**config.mk**
```make
export PLATFORM = sky130hd
export DESIGN_NAME = spi_fifo_master
export DESIGN_NICKNAME = d
export VERILOG_FILES = /design/src/rtl/sfm_pkg.sv /design/src/rtl/sfm_fifo.sv /design/src/rtl/sfm_engine.sv /design/src/rtl/spi_fifo_master.sv
export SDC_FILE = /design/constraint.sdc
export NUM_CORES = 1
export LEC_CHECK = 0
export BUFFER_PORTS_ARGS = -buffer_cell sky130_fd_sc_hd__buf_2
export CORE_AREA = 2 2 194 196
export DETAILED_ROUTE_END_ITERATION = 12
export DIE_AREA = 0 0 196 198
export PLACE_DENSITY = 0.61
export SYNTH_ARGS = -nofsm -noshare
export SYNTH_HDL_FRONTEND = slang
export SYNTH_SLANG_ARGS = --single-unit
```
**constraint.sdc**
```tcl
create_clock -name clk -period 13.71 [get_ports clk]
set_input_delay 0.6855 -clock clk [delete_from_list [all_inputs] [get_ports clk]]
set_output_delay 0.6855 -clock clk [all_outputs]
set_load 0.02 [all_outputs]
```
**src/rtl/sfm_pkg.sv**
```systemverilog
`timescale 1ns/1ps
package sfm_pkg;
  typedef enum logic [1:0] {
    CSM_AUTO = 2'd0,
    CSM_RSVD = 2'd1,
    CSM_HOLD = 2'd2,
    CSM_OFF  = 2'd3
  } cs_policy_e;

  typedef enum logic [2:0] {
    E_IDLE, E_SETUP, E_SHIFT, E_HOLD, E_INACT, E_GAP
  } eng_state_e;

  localparam logic [7:0] A_DIV    = 8'h00;
  localparam logic [7:0] A_MODE   = 8'h04;
  localparam logic [7:0] A_CSID   = 8'h10;
  localparam logic [7:0] A_CSDEF  = 8'h14;
  localparam logic [7:0] A_CSMODE = 8'h18;
  localparam logic [7:0] A_DLY0   = 8'h28;
  localparam logic [7:0] A_DLY1   = 8'h2C;
  localparam logic [7:0] A_FMT    = 8'h40;
  localparam logic [7:0] A_TXD    = 8'h48;
  localparam logic [7:0] A_RXD    = 8'h4C;
  localparam logic [7:0] A_TXMK   = 8'h50;
  localparam logic [7:0] A_RXMK   = 8'h54;
  localparam logic [7:0] A_FCTL   = 8'h60;
  localparam logic [7:0] A_IE     = 8'h70;
  localparam logic [7:0] A_IP     = 8'h74;
endpackage

```
**src/rtl/sfm_fifo.sv**
```systemverilog
`timescale 1ns/1ps
module sfm_fifo #(
  parameter int W     = 8,
  parameter int DEPTH = 8,
  localparam int AW   = $clog2(DEPTH),
  localparam int CW   = $clog2(DEPTH + 1)
) (
  input  logic          clk,
  input  logic          rst_n,
  input  logic          push_i,
  input  logic [W-1:0]  data_i,
  input  logic          pop_i,
  output logic [W-1:0]  data_o,
  output logic [CW-1:0] count_o,
  output logic          full_o,
  output logic          empty_o
);
  logic [W-1:0]  mem_q [DEPTH];
  logic [AW-1:0] wp_q, rp_q, wp_d, rp_d;
  logic [CW-1:0] count_q, count_d;
  logic          do_push, do_pop;

  assign full_o  = (count_q == CW'(DEPTH));
  assign empty_o = (count_q == '0);
  assign do_push = push_i && !full_o;
  assign do_pop  = pop_i && !empty_o;
  assign data_o  = empty_o ? '0 : mem_q[rp_q];
  assign count_o = count_q;

  always_comb begin
    wp_d    = wp_q;
    rp_d    = rp_q;
    count_d = count_q;
    if (do_push) wp_d = (wp_q == AW'(DEPTH - 1)) ? '0 : wp_q + 1'b1;
    if (do_pop)  rp_d = (rp_q == AW'(DEPTH - 1)) ? '0 : rp_q + 1'b1;
    case ({do_push, do_pop})
      2'b10:   count_d = count_q + 1'b1;
      2'b01:   count_d = count_q - 1'b1;
      default: count_d = count_q;
    endcase
  end

  always_ff @(posedge clk or negedge rst_n) begin
    if (!rst_n) begin
      wp_q    <= '0;
      rp_q    <= '0;
      count_q <= '0;
    end else begin
      wp_q    <= wp_d;
      rp_q    <= rp_d;
      count_q <= count_d;
    end
  end

  always_ff @(posedge clk) begin
    if (do_push) mem_q[wp_q] <= data_i;
  end

  // a push into a full queue without a pop leaves the count unchanged
  p_no_overflow_r5: assert property (@(posedge clk) disable iff (!rst_n)
    (full_o && push_i && !pop_i) |=> (count_q == $past(count_q)));

  // a pop from an empty queue leaves it empty
  p_no_underflow_r6: assert property (@(posedge clk) disable iff (!rst_n)
    (empty_o && pop_i && !push_i) |=> (count_q == '0));
endmodule

```
**src/rtl/sfm_engine.sv**
```systemverilog
`timescale 1ns/1ps
module sfm_engine import sfm_pkg::*; #(
  parameter int DIV_W     = 12,
  parameter int DLY_W     = 8,
  parameter int FRAME_MAX = 8,
  localparam int LEN_W    = $clog2(FRAME_MAX + 1),
  localparam int BIT_W    = $clog2(FRAME_MAX),
  localparam int EDGE_W   = LEN_W + 1
) (
  input  logic                 clk,
  input  logic                 rst_n,
  input  logic [DIV_W-1:0]     div_i,
  input  logic                 cpha_i,
  input  logic                 cpol_i,
  input  cs_policy_e           csmode_i,
  input  logic                 cs_release_i,
  input  logic [DLY_W-1:0]     cssck_i,
  input  logic [DLY_W-1:0]     sckcs_i,
  input  logic [DLY_W-1:0]     intercs_i,
  input  logic [DLY_W-1:0]     interxfr_i,
  input  logic                 lsb_first_i,
  input  logic [LEN_W-1:0]     len_i,
  input  logic                 tx_only_i,
  input  logic                 tx_empty_i,
  input  logic [FRAME_MAX-1:0] tx_data_i,
  output logic                 tx_pop_o,
  output logic                 rx_push_o,
  output logic [FRAME_MAX-1:0] rx_data_o,
  output logic                 sck_o,
  output logic                 mosi_o,
  input  logic                 miso_i,
  output logic                 cs_active_o
);
  eng_state_e           st_q, st_d;
  logic [DLY_W-1:0]     dly_q, dly_d;
  logic [DIV_W-1:0]     hcnt_q, hcnt_d;
  logic [EDGE_W-1:0]    edge_q, edge_d;
  logic [LEN_W-1:0]     kout_q, kout_d;
  logic [FRAME_MAX-1:0] tx_q, tx_d, rx_q, rx_d;
  logic                 sck_q, sck_d, cs_q, cs_d, rel_q, rel_d;
  logic                 tick, lead, last_edge;

  function automatic logic [BIT_W-1:0] bitpos(input logic [LEN_W-1:0] k);
    logic [LEN_W-1:0] p;
    p = lsb_first_i ? k : (len_i - 1'b1 - k);
    return p[BIT_W-1:0];
  endfunction

  assign tick      = (hcnt_q == div_i);
  assign lead      = ~edge_q[0];
  assign last_edge = (edge_q == ({len_i, 1'b0} - 1'b1));

  always_comb begin
    st_d = st_q; dly_d = dly_q; hcnt_d = hcnt_q; edge_d = edge_q;
    kout_d = kout_q; tx_d = tx_q; rx_d = rx_q; sck_d = sck_q;
    cs_d = cs_q; rel_d = rel_q | cs_release_i;
    tx_pop_o = 1'b0; rx_push_o = 1'b0;
    case (st_q)
      E_IDLE: begin
        if (rel_d && cs_q) begin
          cs_d = 1'b0; rel_d = 1'b0; dly_d = intercs_i; st_d = E_INACT;
        end else begin
          rel_d = 1'b0;
          if (!tx_empty_i) begin
            tx_pop_o = 1'b1;
            tx_d = tx_data_i; rx_d = '0;
            kout_d = '0; edge_d = '0; hcnt_d = '0;
            if (csmode_i == CSM_OFF || cs_q) st_d = E_SHIFT;
            else begin
              cs_d = 1'b1; dly_d = cssck_i; st_d = E_SETUP;
            end
          end
        end
      end
      E_SETUP: begin
        if (dly_q == '0) st_d = E_SHIFT;
        else dly_d = dly_q - 1'b1;
      end
      E_SHIFT: begin
        if (tick) begin
          hcnt_d = '0;
          sck_d  = ~sck_q;
          if (lead ^ cpha_i) rx_d[bitpos(edge_q[EDGE_W-1:1])] = miso_i;
          else if (!(lead && edge_q == '0)) kout_d = kout_q + 1'b1;
          if (last_edge) begin
            rx_push_o = !tx_only_i;
            if ((csmode_i == CSM_AUTO || csmode_i == CSM_RSVD) && cs_q) begin
              dly_d = sckcs_i; st_d = E_HOLD;
            end else begin
              dly_d = interxfr_i; st_d = E_GAP;
            end
          end else begin
            edge_d = edge_q + 1'b1;
          end
        end else begin
          hcnt_d = hcnt_q + 1'b1;
        end
      end
      E_HOLD: begin
        if (dly_q == '0) begin
          cs_d = 1'b0; dly_d = intercs_i; st_d = E_INACT;
        end else dly_d = dly_q - 1'b1;
      end
      E_INACT, E_GAP: begin
        if (dly_q == '0) st_d = E_IDLE;
        else dly_d = dly_q - 1'b1;
      end
      default: st_d = E_IDLE;
    endcase
  end

  always_ff @(posedge clk or negedge rst_n) begin
    if (!rst_n) begin
      st_q <= E_IDLE; dly_q <= '0; hcnt_q <= '0; edge_q <= '0;
      kout_q <= '0; tx_q <= '0; rx_q <= '0; sck_q <= 1'b0;
      cs_q <= 1'b0; rel_q <= 1'b0;
    end else begin
      st_q <= st_d; dly_q <= dly_d; hcnt_q <= hcnt_d; edge_q <= edge_d;
      kout_q <= kout_d; tx_q <= tx_d; rx_q <= rx_d; sck_q <= sck_d;
      cs_q <= cs_d; rel_q <= rel_d;
    end
  end

  assign rx_data_o   = rx_d;
  assign sck_o       = sck_q ^ cpol_i;
  assign mosi_o      = (kout_q < len_i) ? tx_q[bitpos(kout_q)] : 1'b0;
  assign cs_active_o = cs_q;

  // between frames the clock rests at the polarity level
  p_sck_idle_r2: assert property (@(posedge clk) disable iff (!rst_n)
    (st_q == E_IDLE) |-> (sck_o == cpol_i));

  // a select is never raised while the policy is off
  p_cs_never_off_r10: assert property (@(posedge clk) disable iff (!rst_n)
    $rose(cs_q) |-> ($past(csmode_i) != CSM_OFF));

  // the select level does not change inside a frame
  p_cs_kept_r8: assert property (@(posedge clk) disable iff (!rst_n)
    (st_q == E_SHIFT) |=> (cs_q == $past(cs_q)));
endmodule

```
**src/rtl/spi_fifo_master.sv**
```systemverilog
`timescale 1ns/1ps
module spi_fifo_master import sfm_pkg::*; #(
  parameter int CS_LINES  = 4,
  parameter int DEPTH     = 8,
  parameter int DIV_W     = 12,
  parameter int DLY_W     = 8,
  parameter int FRAME_MAX = 8,
  localparam int CNT_W    = $clog2(DEPTH + 1),
  localparam int LEN_W    = $clog2(FRAME_MAX + 1),
  localparam int ID_W     = 5
) (
  input  logic                clk,
  input  logic                rst_n,
  input  logic                bus_sel,
  input  logic                bus_we,
  input  logic [7:0]          bus_addr,
  input  logic [31:0]         bus_wdata,
  output logic [31:0]         bus_rdata,
  output logic                irq_o,
  output logic                sck_o,
  output logic                mosi_o,
  input  logic                miso_i,
  output logic [CS_LINES-1:0] cs_o
);
  logic [1:0] rst_sync_q;
  logic       rst_q;

  always_ff @(posedge clk or negedge rst_n) begin
    if (!rst_n) rst_sync_q <= 2'b00;
    else        rst_sync_q <= {rst_sync_q[0], 1'b1};
  end
  assign rst_q = rst_sync_q[1];

  logic [DIV_W-1:0]    div_q;
  logic [1:0]          mode_q;
  logic [ID_W-1:0]     csid_q;
  logic [CS_LINES-1:0] csdef_q;
  cs_policy_e          csmode_q;
  logic [DLY_W-1:0]    cssck_q, sckcs_q, intercs_q, interxfr_q;
  logic [1:0]          proto_q;
  logic                lsb_q, dir_q;
  logic [3:0]          len_q;
  logic [CNT_W-1:0]    txmk_q, rxmk_q;
  logic [31:0]         fctl_q;
  logic [1:0]          ie_q, ip;

  logic wr, rd;
  assign wr = bus_sel && bus_we;
  assign rd = bus_sel && !bus_we;

  always_ff @(posedge clk or negedge rst_q) begin
    if (!rst_q) begin
      div_q <= DIV_W'(3); mode_q <= '0; csid_q <= '0; csdef_q <= '1;
      csmode_q <= CSM_AUTO; cssck_q <= DLY_W'(1); sckcs_q <= DLY_W'(1);
      intercs_q <= DLY_W'(1); interxfr_q <= '0; proto_q <= '0;
      lsb_q <= 1'b0; dir_q <= 1'b0; len_q <= 4'd8;
      txmk_q <= '0; rxmk_q <= '0; fctl_q <= '0; ie_q <= '0;
    end else if (wr) begin
      case (bus_addr)
        A_DIV:    div_q    <= bus_wdata[DIV_W-1:0];
        A_MODE:   mode_q   <= bus_wdata[1:0];
        A_CSID:   csid_q   <= bus_wdata[ID_W-1:0];
        A_CSDEF:  csdef_q  <= bus_wdata[CS_LINES-1:0];
        A_CSMODE: csmode_q <= cs_policy_e'(bus_wdata[1:0]);
        A_DLY0: begin
          cssck_q <= bus_wdata[DLY_W-1:0];
          sckcs_q <= bus_wdata[16 +: DLY_W];
        end
        A_DLY1: begin
          intercs_q  <= bus_wdata[DLY_W-1:0];
          interxfr_q <= bus_wdata[16 +: DLY_W];
        end
        A_FMT: begin
          proto_q <= bus_wdata[1:0];
          lsb_q   <= bus_wdata[2];
          dir_q   <= bus_wdata[3];
          len_q   <= bus_wdata[19:16];
        end
        A_TXMK: txmk_q <= bus_wdata[CNT_W-1:0];
        A_RXMK: rxmk_q <= bus_wdata[CNT_W-1:0];
        A_FCTL: fctl_q <= bus_wdata;
        A_IE:   ie_q   <= bus_wdata[1:0];
        default: ;
      endcase
    end
  end

  logic [FRAME_MAX-1:0] tx_dout, rx_dout, rx_din;
  logic [CNT_W-1:0]     tx_cnt, rx_cnt;
  logic tx_full, tx_empty, rx_full, rx_empty, tx_pop, rx_push;
  logic tx_push, rx_pop, cs_release, cs_act;
  logic [LEN_W-1:0] len_eff;

  assign tx_push    = wr && (bus_addr == A_TXD);
  assign rx_pop     = rd && (bus_addr == A_RXD);
  assign cs_release = wr && (bus_addr == A_CSID || bus_addr == A_CSMODE);
  assign len_eff    = (len_q == '0 || len_q > 4'(FRAME_MAX)) ? LEN_W'(FRAME_MAX)
                                                              : LEN_W'(len_q);

  sfm_fifo #(.W(FRAME_MAX), .DEPTH(DEPTH)) u_txq (
    .clk(clk), .rst_n(rst_q), .push_i(tx_push), .data_i(bus_wdata[FRAME_MAX-1:0]),
    .pop_i(tx_pop), .data_o(tx_dout), .count_o(tx_cnt),
    .full_o(tx_full), .empty_o(tx_empty));

  sfm_fifo #(.W(FRAME_MAX), .DEPTH(DEPTH)) u_rxq (
    .clk(clk), .rst_n(rst_q), .push_i(rx_push), .data_i(rx_din),
    .pop_i(rx_pop), .data_o(rx_dout), .count_o(rx_cnt),
    .full_o(rx_full), .empty_o(rx_empty));

  sfm_engine #(.DIV_W(DIV_W), .DLY_W(DLY_W), .FRAME_MAX(FRAME_MAX)) u_eng (
    .clk(clk), .rst_n(rst_q), .div_i(div_q), .cpha_i(mode_q[0]), .cpol_i(mode_q[1]),
    .csmode_i(csmode_q), .cs_release_i(cs_release),
    .cssck_i(cssck_q), .sckcs_i(sckcs_q), .intercs_i(intercs_q), .interxfr_i(interxfr_q),
    .lsb_first_i(lsb_q), .len_i(len_eff), .tx_only_i(dir_q),
    .tx_empty_i(tx_empty), .tx_data_i(tx_dout), .tx_pop_o(tx_pop),
    .rx_push_o(rx_push), .rx_data_o(rx_din),
    .sck_o(sck_o), .mosi_o(mosi_o), .miso_i(miso_i), .cs_active_o(cs_act));

  for (genvar i = 0; i < CS_LINES; i++) begin : g_cs
    assign cs_o[i] = (cs_act && csid_q == ID_W'(i)) ? ~csdef_q[i] : csdef_q[i];
  end

  assign ip[0] = (tx_cnt < txmk_q);
  assign ip[1] = (rx_cnt > rxmk_q);
  assign irq_o = |(ip & ie_q);

  always_comb begin
    bus_rdata = '0;
    case (bus_addr)
      A_DIV:    bus_rdata[DIV_W-1:0]    = div_q;
      A_MODE:   bus_rdata[1:0]          = mode_q;
      A_CSID:   bus_rdata[ID_W-1:0]     = csid_q;
      A_CSDEF:  bus_rdata[CS_LINES-1:0] = csdef_q;
      A_CSMODE: bus_rdata[1:0]          = csmode_q;
      A_DLY0:   bus_rdata = {8'h0, DLY_W'(sckcs_q), 8'h0, DLY_W'(cssck_q)};
      A_DLY1:   bus_rdata = {8'h0, DLY_W'(interxfr_q), 8'h0, DLY_W'(intercs_q)};
      A_FMT:    bus_rdata = {12'h0, len_q, 12'h0, dir_q, lsb_q, proto_q};
      A_TXD:    bus_rdata[31] = tx_full;
      A_RXD:    bus_rdata = {rx_empty, 23'h0, rx_dout};
      A_TXMK:   bus_rdata[CNT_W-1:0] = txmk_q;
      A_RXMK:   bus_rdata[CNT_W-1:0] = rxmk_q;
      A_FCTL:   bus_rdata = fctl_q;
      A_IE:     bus_rdata[1:0] = ie_q;
      A_IP:     bus_rdata[1:0] = ip;
      default:  bus_rdata = '0;
    endcase
  end

  // the interrupt output never rises with every enable cleared
  p_irq_enabled_r12: assert property (@(posedge clk) disable iff (!rst_q)
    $rose(irq_o) |-> (ie_q != 2'b00));
endmodule

```
---- Yosys cells after proc, flatten, opt, wreduce, memory -nomap -nowiden ----
Memories as Yosys holds them, arrays and structs flattened. A register that Yosys moved wholly into a read port is not among the register bits.
Cells that the tools add are included.
cells by class
  add/subtract/negate cells ............... 16
  order comparisons ....................... 7
  eq/ne operators ......................... 49
  muxes and demuxes ....................... 81
  bitwise operators ....................... 12
  reductions and logical operators ........ 65
operators by type and width
  kind                     number
  $mux W8                  13
  $pmux W19 S4             1
  $eq A8 B7 Y1 const B     8
  $mux W3                  14
  $mux W12                 3
  $pmux W7 S5              1
  $pmux W8 S4              1
  $pmux W2 S14             1
  $reduce_and A2 Y1        13
  $eq A8 B5 Y1 const B     3
  $mux W4                  6
  $pmux W12 S2             1
  $pmux W4 S2              3
  $mux W1                  22
  $mux W5                  4
  $pmux W2 S10             1
  $eq A3 B3 Y1 const B     6
  $reduce_and A6 Y1        3
  $logic_and A1 B1 Y1      17
  $eq A8 B6 Y1 const B     2
  $logic_not A8 Y1         2
  $pmux W8 S2              1
  $pmux W3 S5              1
  $add A12 B1 Y12 const B  1
  other kinds (52)         102
word-level totals
  bits in registers ....................... 172
  memory bits (writable) .................. 128
  input port bits ......................... 45
  output and inout bits ................... 39
  logic and storage cells ................. 265
  memories kept ........................... 2
memory list
  name         words  width  rd ports  clocked after memory_dff  wr ports  RTL line        text
  u_rxq.mem_q  8      8      1         0                         1         sfm_fifo.sv:18  logic [W-1:0] mem_q [DEPTH];
  u_txq.mem_q  8      8      1         1                         1         sfm_fifo.sv:18

---- Longest topological paths before layout ----
Gate-level depths: netlist of the first run.
  word-level depth ........................ 14
  mapped depth ............................ 17
  mapped depth without buffers ............ 16

---- Cells and area by module ----
From an unflattened synthesis of the first run, not the netlist that was laid out.
second synthesis, totals
  cells, all modules ...................... 1190
  area, all modules ....................... 15462.3 um^2
by module, submodules not included
  module           times used  cells an instance  area each (um^2)  sequential area each (um^2)
  sfm_fifo         2           162                3084.2            2172.1
  spi_fifo_master  1           461                5632.9            2740.1
  sfm_engine       1           405                3661.0            1276.2

---- Least setup slack after synthesis of the first run ----
No wires, ideal clock.
  kind .................................... reg-to-reg
  start ................................... reg len_q[3]
  end ..................................... mem u_rxq.mem_q[2][0] (enable)
  library setup time ...................... 0.398 ns
  data arrival time ....................... 3.051 ns
  data required time ...................... 13.312 ns
  slack ................................... 10.262 ns
  cell stages (with the launch flop) ...... 12
  path buffers ............................ 1
  period minus slack after synthesis ...... 3.448 ns
  cell sequence ........................... dfstp_2 nand2b_1 ha_1 inv_1 ha_1 nand2_1 nor3_1 and2_1 and4_1 inv_1 buf_2 nor4b_1
between the ends
  longest elaborated chain between the ends .. 11
  elaborated cells between the ends (all ways) .. 12
  those cells by class .................... add/sub (1); order compare (1); eq/ne (1); mux (6); reduce/logical (3)
ends and longest elaborated chain
  what                                                     RTL line               text
  start: declaration                                       spi_fifo_master.sv:42  logic [3:0] len_q;
  start signal: assignment                                 spi_fifo_master.sv:77  len_q <= bus_wdata[19:16];
  $gt A4 B4 Y1 / $logic_not A4 Y1 (equally long branches)  spi_fifo_master.sv:97  assign len_eff = (len_q == '0 || len_q > 4'(FRAME_MAX)) ? LEN_W'(FRAME_MAX)
  $logic_or A1 B1 Y1                                       spi_fifo_master.sv:97
  $mux W4 *                                                spi_fifo_master.sv:97
  $sub A5 B1 Y5 *                                          sfm_engine.sv:51       assign last_edge = (edge_q == ({len_i, 1'b0} - 1'b1));
  $eq A5 B5 Y1 *                                           sfm_engine.sv:51
  $mux W1 *                                                sfm_engine.sv:85       if (last_edge) begin
  $mux W1 *                                                sfm_engine.sv:80       if (tick) begin
  $mux W1 *                                                sfm_engine.sv:58       case (st_q)
  $logic_and A1 B1 Y1 *                                    sfm_fifo.sv:25         assign do_push = push_i && !full_o;
  $mux W1 *                                                sfm_fifo.sv:56         if (do_push) mem_q[wp_q] <= data_i;
  $mux W1 (implied by the code) *                          sfm_fifo.sv:56
  end: declaration                                         sfm_fifo.sv:18
Every way passes the cells marked *; elsewhere a longest branch is shown, timed or not.

---- Worst setup path in the final report of the first run ----
  start ................................... reg len_q[3]
  end ..................................... out mosi_o
between the ends
  longest elaborated chain between the ends .. 9
  elaborated cells between the ends (all ways) .. 11
  those cells by class .................... add/sub (2); order compare (2); mux (5); reduce/logical (2)
ends and longest elaborated chain
  what                                                     RTL line               text
  $gt A4 B4 Y1 / $logic_not A4 Y1 (equally long branches)  spi_fifo_master.sv:97
  $logic_or A1 B1 Y1                                       spi_fifo_master.sv:97
  $mux W4 *                                                spi_fifo_master.sv:97
  $sub A3 B1 Y3                                            sfm_engine.sv:45       p = lsb_first_i ? k : (len_i - 1'b1 - k);
  $sub A3 B3 Y3                                            sfm_engine.sv:45
  $mux W3                                                  sfm_engine.sv:45
  $bmux W1 S3                                              sfm_engine.sv:126      assign mosi_o = (kout_q < len_i) ? tx_q[bitpos(kout_q)] : 1'b0;
  $mux W1 (implied by the code)                            sfm_engine.sv:126
  $mux W1 *                                                sfm_engine.sv:126
  end: declaration                                         spi_fifo_master.sv:21  output logic mosi_o,
Every way passes the cells marked *; elsewhere a longest branch is shown, timed or not. The select of a mux whose other input is x is not followed.

==> results.json, run 1 <==
{
  "status": "complete, no violations",
  "fin_hold_ws_ps": 348,
  "yosys.area.top_type": "dfrtp_1",
  "antenna_found_initial": 1,
  "track_usage_pct": 18.5,
  "clockBufferDepth": 3,
  "drc_errors": 0,
  "drive_gt1_share_pct": 27.1,
  "wire_per_inst_um": 20.2,
  "initial_core_util_pct": 40.2,
  "drt_wl_total_um": 35000,
  "ios": 84,
  "skew_ps": 18.7,
  "synth_seq_cells": 308,
  "tightest_slew_ps": 1150,
  "async_reset_ff_share_pct": 58.4,
  "cts_tree": "built",
  "drv_cap": 0,
  "fmax_mhz": 252,
  "fin_util_pct": 46.0,
  "worstPathArrival_ps": 3290,
  "floorplan.rows": 71,
  "cts-buffers-inserted": 35,
  "syn_to_final_growth_pct": 14.4,
  "grt_pass1_wl_um": 55900,
  "hold_class": "reg2reg",
  "p_leak_nw": 7.10,
  "postCtsSetupBuffers": 0,
  "viasPerCell": 5.58,
  "fin_area_mm2": 0.0170,
  "num_vias": 9656,
  "place_area_mm2": 0.0158,
  "netlist_instances": 1146,
  "clk-insertion-delay-late_ps": 530,
  "yosysWarningCount": 0,
  "antenna_cells": 0,
  "syn-cell-area_mm2": 0.0149,
  "final_common_cell": "dfrtp_1",
  "crit_fanout": 6,
  "syn_avg_cell_area_um2": 13.0,
  "synth_cell_types": 80,
  "fin_crit_sh_pct": 29.0,
  "critPathLaunchType": "flop",
  "setup_viol": 0,
  "path_clk_slew_ps": 60,
  "final_nets": 1313,
  "rsz0062_at_grt": "false",
  "fillerInstances": 3301,
  "dr.pass1.iters": 5,
  "dp_hpwl_um": 25200,
  "coreArea_mm2": 0.0370,
  "critical_path_class": "reg2out",
  "worstPathRequired_ps": 13020,
  "die_area_mm2": 0.0388,
  "end_kind": "output pin",
  "ys_top_cells_by_area": "dfrtp_1 29%, edfxtp_1 26%, mux2_2 8.9%, mux4_2 5.2%, ha_1 2.9%",
  "die_w_um": 196,
  "synth_edf_count": 128,
  "power.density_mw_per_mm2": 161,
  "root_buffer": "clkbuf_16",
  "grt_max_degree": 86,
  "final_cell_mix": "169 x dfrtp_1, 128 x edfxtp_1, 117 x mux2_2",
  "antenna_left": 0,
  "relSlewSlack_pct": 22.5,
  "min_period_ps": 3970,
  "grt_overflow": 0,
  "synth_top_cell_area_share_pct": 28.6,
  "clock-sinks": 308,
  "final.setup.tns_ps": 0,
  "numPortBuffers": 83,
  "hold_viol_final": 0,
  "p_total_w": 0.00273,
  "htreeDepth": 2,
  "yosysSeqAreaShare_pct": 56.2,
  "synth_ff_type": "dfrtp_1",
  "peakVddDrop_v": 0.0000933,
  "grt_pass1_vias": 9905,
  "syn_nets": 1228,
  "drv_slew": 0,
  "die_h_um": 198,
  "first_iter_violations": 618,
  "gp_congestion": 0.902
}
-- area by class of cell --
| type | instances | area (um^2) | share of cell area [%] |
|---|---|---|---|
| clock inverter | 25 | 313 | 1.84 |
| sequential | 308 | 8360 | 49.2 |
| clock buffer | 37 | 883 | 5.19 |
| multi-input combinational | 747 | 6160 | 36.2 |
| inverter | 37 | 139 | 0.816 |
| timing repair buffer | 102 | 561 | 3.30 |
| tap | 474 | 593 | 3.49 |
-- path summary, 6_finish.rpt --
path / to / start / cells past startpoint / slack, ps
setup / recovery: mosi_o / len_q[3]$_DFFE_PN1P_ / 9 / 9740
hold / removal: rst_sync_q[1]$_DFF_PN0_ / rst_sync_q[0]$_DFF_PN0_ / 0 / 350
setup reg to reg: u_rxq.mem_q[7][2]$_DFFE_PP_ / len_q[3]$_DFFE_PN1P_ / 10 / 9970
hold reg to reg: rst_sync_q[1]$_DFF_PN0_ / rst_sync_q[0]$_DFF_PN0_ / 0 / 350
max in group asynchronous: dir_q$_DFFE_PN0P_ / rst_sync_q[1]$_DFF_PN0_ / 2 / 11290
min in group asynchronous: rst_sync_q[1]$_DFF_PN0_ / rst_n / 2 / 470
-- synthesized netlist by cell type (3+ instances only) --
master and n:
a211oi_1 3, a21o_1 7, a21oi_1 32, a221o_1 3
a221oi_1 9, a222oi_1 11, a22o_1 8, a22oi_1 8
a31oi_1 4, and2_1 15, and3_1 7, buf_1 6
buf_2 19, clkbuf_1 28, dfrtp_1 170, dfstp_2 10
edfxtp_1 128, fa_1 3, ha_1 34, inv_1 37
mux2_1 3, mux2_2 117, mux2i_1 28, mux4_2 34
nand2_1 102, nand2b_1 14, nand3_1 23, nand3b_1 7
nand4_1 8, nand4b_1 3, nor2_1 44, nor2b_1 5
nor3_1 26, nor3b_1 5, nor4_1 9, o211ai_1 17
o21ai_0 50, o22ai_1 7, o31ai_1 7, o32ai_1 3
or3_1 8, xnor2_1 23, xnor3_1 3, xor2_1 10
-- report_power, final --
part	switching (W)	leakage (nW)	internal [W]	total (W)
logic	0.000377	2.95	0.000261	0.000638
registers	0.0000943	3.55	0.00103	0.00112
clock network	0.000372	0.593	0.000601	0.000974
total	0.000844	7.10	0.00189	0.00273
-- critical path, stage by stage, from the launching register on --
cell      delay [ps]
dfstp_2          570
nand2b_1         150
ha_1             290
fa_1             420
xnor3_1          360
nor2_1           120
xnor2_1          160
mux2i_1          110
a211oi_1         340
buf_2            230
-- metal layers --
metal	share of wire, %	track usage (%)	wire, um
met4	3.3	7.83	1160
met2	50	31.4	17400
met5	0	0	0
met1	43	23.8	15100
met3	3.8	2.88	1330
-- flip-flops by register name, indices dropped and copies added (netlist names), 5 cells and up --
register	cells
csid_q	5
cssck_q	8
div_q	12
fctl_q	32
intercs_q	8
interxfr_q	8
sckcs_q	8
u_eng.dly_q	8
u_eng.edge_q	5
u_eng.hcnt_q	12
u_eng.rx_q	8
u_eng.tx_q	8
u_rxq.mem_q	64
u_txq.mem_q	64
-- kinds of logic (layout without fill, tap and decap cells) --
kind of cell	after synthesis	in the layout	share of synthesized area [%]
buffers and inverters	91	201	2.47
AND/OR/NAND/NOR	298	298	10.5
XOR/XNOR	36	36	2.40
multiplexers	184	184	16.3
adder cells (fa/ha/maj)	37	37	3.27
other	1	1	0.0252
AO/OA/AOI/OAI	191	191	8.82
flip-flops	308	308	56.2
-- what timing repair did --
item,4_1_cts,5_1_grt
hold endpoints to repair,2,0
resized for setup,0,0
hold buffers,1,0
-- metrics by stage --
step / setup WS [ps] / cells
finish: 9740 / 1730
global route: 9540 / 1730
CTS: 9660 / 1730
detailed placement: 9460 / 1667
global placement: 9580 / 1667
floorplan: 8340 / 1146
(Power assumes the default switching activity.)
==> run 2, diff against run 1 <==
Settings changed: PLACE_DENSITY 0.61 to 0.63.
Clock period 13.71 ns to 3.28 ns, I/O delays scaled along.
==> run 2 against run 1 <==
  * Wire length increased by 4.4%
  * Sequential power rose to 4.1 times the previous value
  * Global-route usage rose by 0.67 points
  * Largest cell class unchanged
  * Flip-flop and latch count unchanged
  * Clock skew up 3.6 ps
  * Design area rose by 4.5%
==> results.json, run 2 (synthesis gave the netlist of run 1 again) <==
{
  "rr_startpoint": "len_q[3]$_DFFE_PN1P_",
  "wire_per_inst_um": 20.2,
  "antenna_cells": 0,
  "fin_crit_sh_pct": 98.9,
  "drive_gt1_share_pct": 30.5,
  "hold_viol_final": 0,
  "reg2regPathDepth": 10,
  "critPathLaunchType": "flop",
  "dp_cells": 1716,
  "critical_path_class": "reg2out",
  "final.setup.tns_ps": 0,
  "sw_frac_of_total_pct": 31.1,
  "htreeDepth": 2,
  "final_cell_mix": "169 x dfrtp_1, 128 x edfxtp_1, 117 x mux2_2",
  "drv_slew": 0,
  "layout.cells.non_filler": 1807,
  "grt_max_degree": 57,
  "die_w_um": 196,
  "end_kind": "output pin",
  "drt_wl_total_um": 36500,
  "numPortBuffers": 83,
  "dr.pass1.iters": 5,
  "clockPowerShare_pct": 35.4,
  "p_leak_nw": 7.49,
  "setup_viol": 0,
  "drv_cap": 0,
  "antenna_left": 0,
  "clockBufferDepth": 3,
  "cts_tree": "built",
  "grt_overflow": 0,
  "drc_errors": 0,
  "fmax_mhz": 308,
  "hp-start": "bus_wdata[6]",
  "power.density_mw_per_mm2": 660,
  "ios": 84,
  "worstPathArrival_ps": 3080,
  "crit_fanout": 5,
  "viasPerCell": 5.52,
  "min_period_ps": 3240,
  "die_area_mm2": 0.0388,
  "fin_hold_ws_ps": 20.8,
  "combPwrFrac_pct": 25.2,
  "die_h_um": 198,
  "tightest_slew_ps": 855,
  "worst_slack_ps": 37.5,
  "clk-insertion-delay-late_ps": 530,
  "path_clk_slew_ps": 60,
  "gp_congestion": 0.878,
  "pre_cts_slack_ps": 102,
  "final_nets": 1388,
  "coreArea_mm2": 0.0370,
  "status": "complete, no violations",
  "relSlewSlack_pct": 42.5,
  "final_common_cell": "dfrtp_1",
  "dp_hpwl_um": 25700,
  "peakVddDrop_v": 0.000473,
  "skew_ps": 22.3,
  "num_vias": 9982,
  "min_path_cells": 1,
  "p_int_w": 0.00809,
  "cts-buffers-inserted": 35,
  "floorplan.rows": 71,
  "crit_path_start": "len_q[3]$_DFFE_PN1P_",
  "worstPathRequired_ps": 3120,
  "p_sw_w": 0.00365,
  "initial_core_util_pct": 40.2,
  "sequentialPowerShare_pct": 39.5,
  "root_buffer": "clkbuf_16",
  "clock-sinks": 308,
  "largestRegisters": "u_rxq.mem_q x64, u_txq.mem_q x64, fctl_q x32",
  "antenna_found_initial": 2,
  "first_iter_violations": 854,
  "grt_pass1_vias": 9954,
  "syn_to_final_growth_pct": 19.6,
  "hold_class": "in2reg",
  "grt_pass1_wl_um": 57700,
  "track_usage_pct": 19.2
}
[run 2: cell types whose count changed in the layout (fill, tap and decap cells not counted), moves of 2 or more]
cell,change
buf_4,+49
dlygate4sd3_1,+25
clkbuf_1,+3
clkbuf_8,+3
clkinv_1,-3
buf_12,+2
clkinv_2,-2
clkinvlp_4,+2
ha_1,-2
nand2b_1,-2
nand2b_4,+2
nor4b_1,-2
nor4b_2,+2
[run 2: worst max-delay path, stage by stage, from the launching register on]
cell and delay (ps):
dfstp_2 570, nand2b_4 150, inv_1 90, ha_2 200, fa_2 350, xnor3_1 270
nor2_1 80, xnor2_1 220, mux2i_1 120, a211oi_2 300, buf_4 200
[run 2: power groups by stage]
stage	combinational (W)	clock (W)	sequential (W)
2_1_floorplan	0.00208	0	0.00457
3_3_place_gp	0.00283	0	0.00470
3_5_place_dp	0.00289	0	0.00470
4_1_cts	0.00295	0.00424	0.00463
5_1_grt	0.00328	0.00441	0.00468
6_report	0.00296	0.00415	0.00463
[run 2: stage by stage]
| stage | area (um^2) | util (%) | power (W) |
|---|---|---|---|
| 2_1_floorplan | 14900 | - | 0.00665 |
| 3_3_place_gp | 16200 | 43.9 | 0.00752 |
| 3_5_place_dp | 16200 | 43.9 | 0.00759 |
| 4_1_cts | 17700 | 48.0 | 0.0118 |
| 5_1_grt | 17800 | 48.1 | 0.0124 |
| 6_report | 17800 | 48.1 | 0.0117 |
[run 2: path summary, 6_finish.rpt]
kind                            slack (ps)                           to
worst min register to register         350      rst_sync_q[1]$_DFF_PN0_
worst min-delay path                    20  u_txq.mem_q[3][6]$_DFFE_PP_
worst max-delay path                    40                       mosi_o
min in group asynchronous              390       fctl_q[11]$_DFFE_PN0P_
worst max register to register         180  u_rxq.mem_q[4][2]$_DFFE_PP_
max in group asynchronous             2060       cssck_q[0]$_DFFE_PN1P_
[run 2: cell type report]
cell class | instances | area [um^2]
clock buffers | 44 | 961
repair buffers | 177 | 1210
flip-flops and latches | 308 | 8360
inverters | 37 | 139
well taps | 474 | 593
fillers | 3283 | 19200
clock inverters | 20 | 275
multi-input cells | 747 | 6230
[run 2: repair_timing]
item                                    CTS  global route
buffers inserted                          0             2
hold endpoints to repair                 50             0
endpoints found under the setup margin    1            63
gates cloned                              0             0
pin swaps                                 3             6
gates resized for setup                   6             7
hold buffers                             26             0
[run 2: layer usage]
metal / track usage (%) / part of all wire, % / vias to the layer above
met1: 25.2 / 44 / 5040
li1: - / - / 4660
met4: 6.54 / 2.7 / 0
met2: 32.6 / 49 / 220
met3: 3.05 / 4.1 / 62
met5: 0 / 0 / -
